$ cat src/rtl/uart_irq_gen.sv
module uart_irq_gen #(
  parameter int          ADDR_W     = 8,
  parameter int          VEC_W      = 8,
  parameter logic [ADDR_W-1:0] CTRL_ADDR  = 8'h10,
  parameter logic [ADDR_W-1:0] TXBUF_ADDR = 8'h11,
  parameter logic [ADDR_W-1:0] RXBUF_ADDR = 8'h12,
  parameter logic [VEC_W-1:0]  RX_VECTOR  = 8'hEC,
  parameter logic [VEC_W-1:0]  TX_VECTOR  = 8'hEE
) (
  input  logic              clk,
  input  logic              rst_n,
  input  logic [ADDR_W-1:0] bus_addr,
  input  logic              bus_wr,
  input  logic              bus_rd,
  input  logic [1:0]        bus_wdata,
  input  logic              tx_load_done,
  input  logic              rx_done,
  output logic              tx_empty,
  output logic              rx_full,
  output logic              tx_irq,
  output logic              rx_irq,
  output logic              irq_any,
  output logic [VEC_W-1:0]  irq_vec
);

  localparam int TX_EN = 0;
  localparam int RX_EN = 1;

  logic [1:0] en_q;
  logic       ctrl_wr, txbuf_wr, rxbuf_rd;

  assign ctrl_wr  = bus_wr && (bus_addr == CTRL_ADDR);
  assign txbuf_wr = bus_wr && (bus_addr == TXBUF_ADDR);
  assign rxbuf_rd = bus_rd && (bus_addr == RXBUF_ADDR);

  always_ff @(posedge clk) begin
    if (!rst_n) begin
      en_q     <= '0;
      tx_empty <= 1'b1;
      rx_full  <= 1'b0;
    end else begin
      if (ctrl_wr) en_q <= bus_wdata;
      if (tx_load_done)  tx_empty <= 1'b1;
      else if (txbuf_wr) tx_empty <= 1'b0;
      if (rx_done)       rx_full  <= 1'b1;
      else if (rxbuf_rd) rx_full  <= 1'b0;
    end
  end

  assign tx_irq  = tx_empty & en_q[TX_EN];
  assign rx_irq  = rx_full  & en_q[RX_EN];
  assign irq_any = tx_irq | rx_irq;
  assign irq_vec = rx_irq ? RX_VECTOR : (tx_irq ? TX_VECTOR : '0);

  a_r3_txwrite_clears: assert property (@(posedge clk) disable iff (!rst_n)
    (txbuf_wr && !tx_load_done) |=> !tx_empty && !tx_irq);

  a_r4_rxread_clears: assert property (@(posedge clk) disable iff (!rst_n)
    (rxbuf_rd && !rx_done) |=> !rx_full && !rx_irq);

  a_r6_tx_set_wins: assert property (@(posedge clk) disable iff (!rst_n)
    tx_load_done |=> tx_empty);

  a_r6_rx_set_wins: assert property (@(posedge clk) disable iff (!rst_n)
    rx_done |=> rx_full);

  a_r8_rx_priority: assert property (@(posedge clk) disable iff (!rst_n)
    rx_irq |-> (irq_vec == RX_VECTOR) && irq_any);

  a_r9_tx_holds: assert property (@(posedge clk) disable iff (!rst_n)
    (tx_irq && !txbuf_wr && !ctrl_wr) |=> tx_irq);

  a_r9_rx_holds: assert property (@(posedge clk) disable iff (!rst_n)
    (rx_irq && !rxbuf_rd && !ctrl_wr) |=> rx_irq);

endmodule

$ cat config.mk
export PLATFORM = sky130hd
export DESIGN_NAME = uart_irq_gen
export DESIGN_NICKNAME = d
export VERILOG_FILES = /design/src/rtl/uart_irq_gen.sv
export SDC_FILE = /design/constraint.sdc
export NUM_CORES = 1
export LEC_CHECK = 0
export BUFFER_PORTS_ARGS = -buffer_cell sky130_fd_sc_hd__buf_2
export CORE_AREA = 2 2 39 41
export DETAILED_ROUTE_END_ITERATION = 8
export DIE_AREA = 0 0 41 43
export PLACE_DENSITY = 0.53
export SETUP_SLACK_MARGIN = 0.4
export SYNTH_ARGS = -nofsm -noshare
export SYNTH_HDL_FRONTEND = slang
export SYNTH_SLANG_ARGS = --single-unit
export TNS_END_PERCENT = 10
$ cat constraint.sdc
create_clock -name clk -period 1.9 [get_ports clk]
set_input_delay 0.095 -clock clk [delete_from_list [all_inputs] [get_ports clk]]
set_output_delay 0.095 -clock clk [all_outputs]
set_load 0.02 [all_outputs]
==> impl_metrics.csv <==
group,metric,value,unit
clock_tree,post-cts-setup-buffers,0,
clock_tree,clk_pin_slew,0.04,ns
route,dr_total_vias,306,
synth,synthTopCellsByCount,"nand2_1, buf_4, dfxtp_1",
final_layout,drive_above_1_share,0.579,
clock_tree,clkLatencyLatePin,0.23,ns
synth,ys.flop_type,"dfxtp_1",
final_layout,regArea,80.1,µm²
worst_setup_path,cpMaxStageDelayCell,"dfxtp_1",
final_layout,finalNonFillerCells,73,
synth,synthTopCellsByArea,"dfxtp_1, buf_4, nand2_1, mux2i_1, nor3_4",
synth,async_flop_share,0,
pwr,peakVddDrop,0.252,mV
synth,synth-edff-count,0,
placement,dpl.cell_count,70,
worst_setup_path,critPathMaxFanout,6,
worst_setup_path,rr_startpoint,"tx_empty$_SDFFE_PP1P_",
route,drc,0,
clock_tree,cts_hold_buf,0,
route,routed_wl,590,µm
global_routing,grtUsageTotal,0.0846,
synth,syn_area,284,µm²
sta,finClkSkew,0,ns
route,final_antenna_net_count,0,
synth,ys_warn_count,0,
die,dieArea,1760,µm²
clock_tree,cts-buffers-inserted,3,
pwr,seqPwrFrac,0.382,
min_path,hold_depth,2,
synth,synth_area_per_cell,8.35,µm²
clock_tree,clock-root-buffer,"clkbuf_4",
clock_tree,cts_sinks,4,
min_path,hold_path_end,"tx_empty$_SDFFE_PP1P_",
pwr,power.switching,0.0550,mW
sta,hold_viol_final,0,
route,drt-initial-drc-count,0,
route,wire_per_inst,8.08,µm
sta,fmax,838,MHz
final_layout,fin_nets,75,
global_routing,grt_max_degree,8,
final_layout,fillers,159,
run_status,status,"finished clean",
synth,seq_area_frac_synth,0.282,
pwr,power.share.clock,0.462,
sta,min_period,1.19,ns
placement,gp_congestion,0.657,
worst_setup_path,path_cells,"and2_1, nand2b_1, buf_2",
pwr,p_int,0.175,mW
worst_setup_path,critPathMaxStageDelay,0.34,ns
worst_setup_path,critPathLaunch,"rx_full$_SDFFE_PN0P_",
final_layout,syn_to_final_growth,43.6,%
run,cap_viol_max_count,0,
placement,port_buffers,26,
worst_setup_path,critical_path_class,"reg -> out",
pwr,pwr-share-comb,0.155,
die,io_pins,29,
die,start_util,0.205,
synth,yosysMostFrequentCell,"nand2_1",
sta,slew_viol_final,0,
worst_setup_path,r2r_setup_slack,1.31,ns
worst_setup_path,crit_path_start_kind,"register",
sta,setup_viol_count_final,0,
global_routing,grt_pass1_wl,972,µm
synth,yosysUniqueCellTypes,17,
final_layout,multi_input_area,151,µm²
die,num_rows,14,
worst_setup_path,rr_endpoint,"tx_empty$_SDFFE_PP1P_",
pwr,p_leak,0.237,nW
final_layout,diodes,0,
pwr,netSwitchingFraction,0.239,
global_routing,grt_antenna_before_repair,0,
route,via_per_inst,4.19,
sta,rsz0062_at_grt,"no",
sta,period_share,0.628,
synth,synth_top_area_frac,0.282,
worst_setup_path,required,1.80,ns
worst_setup_path,worstRegToRegCells,2,
route,dr.pass1.iters,1,
worst_setup_path,cp-end-kind,"primary output",
synth,yosys.area.top_type,"dfxtp_1",
clock_tree,ctsResizeCount,0,
global_routing,grt_pass1_vias,255,
min_path,worst_hold_startpoint,"tx_load_done",
clock_tree,cts_tree,"done",
die,die_x,41,µm
min_path,hold_class,"in -> reg",
synth,postSynthRegisterBits,4,
clock_tree,cts_buffer_depth,2,
pwr,p_per_area,564,nW/µm²
sta,tns,0,ns
die,die_h,43,µm
worst_setup_path,worstPathArrival,1.10,ns
global_routing,grt_overflow_total,0,
die,coreArea,1380,µm²
synth,postSynthCellCount,34,
clock_tree,h-tree-depth,1,
cell usage in the layout, fill, tap and decap left out, drive strengths merged:
| cell type | count |
|---|---|
| and2 | 1 |
| inv | 1 |
| clkbuf | 3 |
| or3 | 1 |
| conb | 2 |
| nor3 | 1 |
| nand3b | 1 |
| nor2 | 1 |
| or2b | 1 |
| or4b | 1 |
| or3b | 1 |
| nand2b | 1 |
| buf | 26 |
| nand2 | 8 |
| mux2i | 2 |
| o311ai | 1 |
| dfxtp | 4 |
| o31ai | 1 |
per-layer routing:
| metal | share of wire | up-vias | global-route usage | wire, µm |
|---|---|---|---|---|
| li1 | - | 152 | - | - |
| met1 | 0.36 | 128 | 0.0909 | 211 |
| met2 | 0.49 | 26 | 0.116 | 288 |
| met3 | 0.15 | 0 | 0.0366 | 90 |
| met4 | 0 | 0 | 0.0800 | 0 |
| met5 | 0 | - | 0 | 0 |
worst max path at each step:
stage	endpoint	slack, ns
after floorplan	irq_vec[2]	0.52
after global placement	rx_full$_SDFFE_PN0P_	0.66
after detailed placement	en_q[1]$_SDFFE_PN0P_	0.64
after CTS	irq_vec[3]	0.67
after global routing	irq_vec[6]	0.52
final	irq_vec[3]	0.71
logic make-up (layout without fill, tap and decap cells):
family                 Yosys count  after routing  share of synthesized area
DFF                              4              4                      0.282
AOI/OAI and AO/OA                2              2                     0.0573
buffers and inverters            8             30                      0.198
other                            1              2                     0.0132
muxes                            2              2                     0.0705
and+or+nand+nor                 17             17                      0.379
layout make-up:
type                       instances  share of cell area
sequential                         4               0.196
tap                               16              0.0491
inverter                           1             0.00920
timing repair buffer              26               0.319
clock buffer                       3              0.0552
multi-input combinational         23               0.371
state kept, by name, indices dropped and copies added, names as in the netlist:
name,flops
tx_empty,1
en_q,2
rx_full,1
power by group through the flow:
| stage | Clock, mW | Combinational, mW | Sequential [mW] |
|---|---|---|---|
| after floorplan | 0 | 0.0170 | 0.0914 |
| after global placement | 0 | 0.0363 | 0.0894 |
| after detailed placement | 0 | 0.0363 | 0.0893 |
| after CTS | 0.113 | 0.0364 | 0.0880 |
| after global routing | 0.113 | 0.0405 | 0.0885 |
| final | 0.106 | 0.0357 | 0.0879 |
critical path: cells and delay by family (launching register included):
family        cells  cell delay [ns]
flops             1             0.34
buf+inv           1             0.19
simple gates      2             0.34
per-stage QoR:
step	setup slack [ns]	hold WS, ns	area, µm²	utilization	total power [mW]
floorplan	0.523	0.178	288	-	0.108
global placement	0.656	0.287	385	0.278	0.126
detailed placement	0.636	0.284	385	0.278	0.126
CTS	0.673	0.0360	408	0.295	0.237
global route	0.524	0.0650	408	0.295	0.242
finish	0.706	0.0462	408	0.295	0.230
No activity file was read; power rests on OpenSTA's default activity.
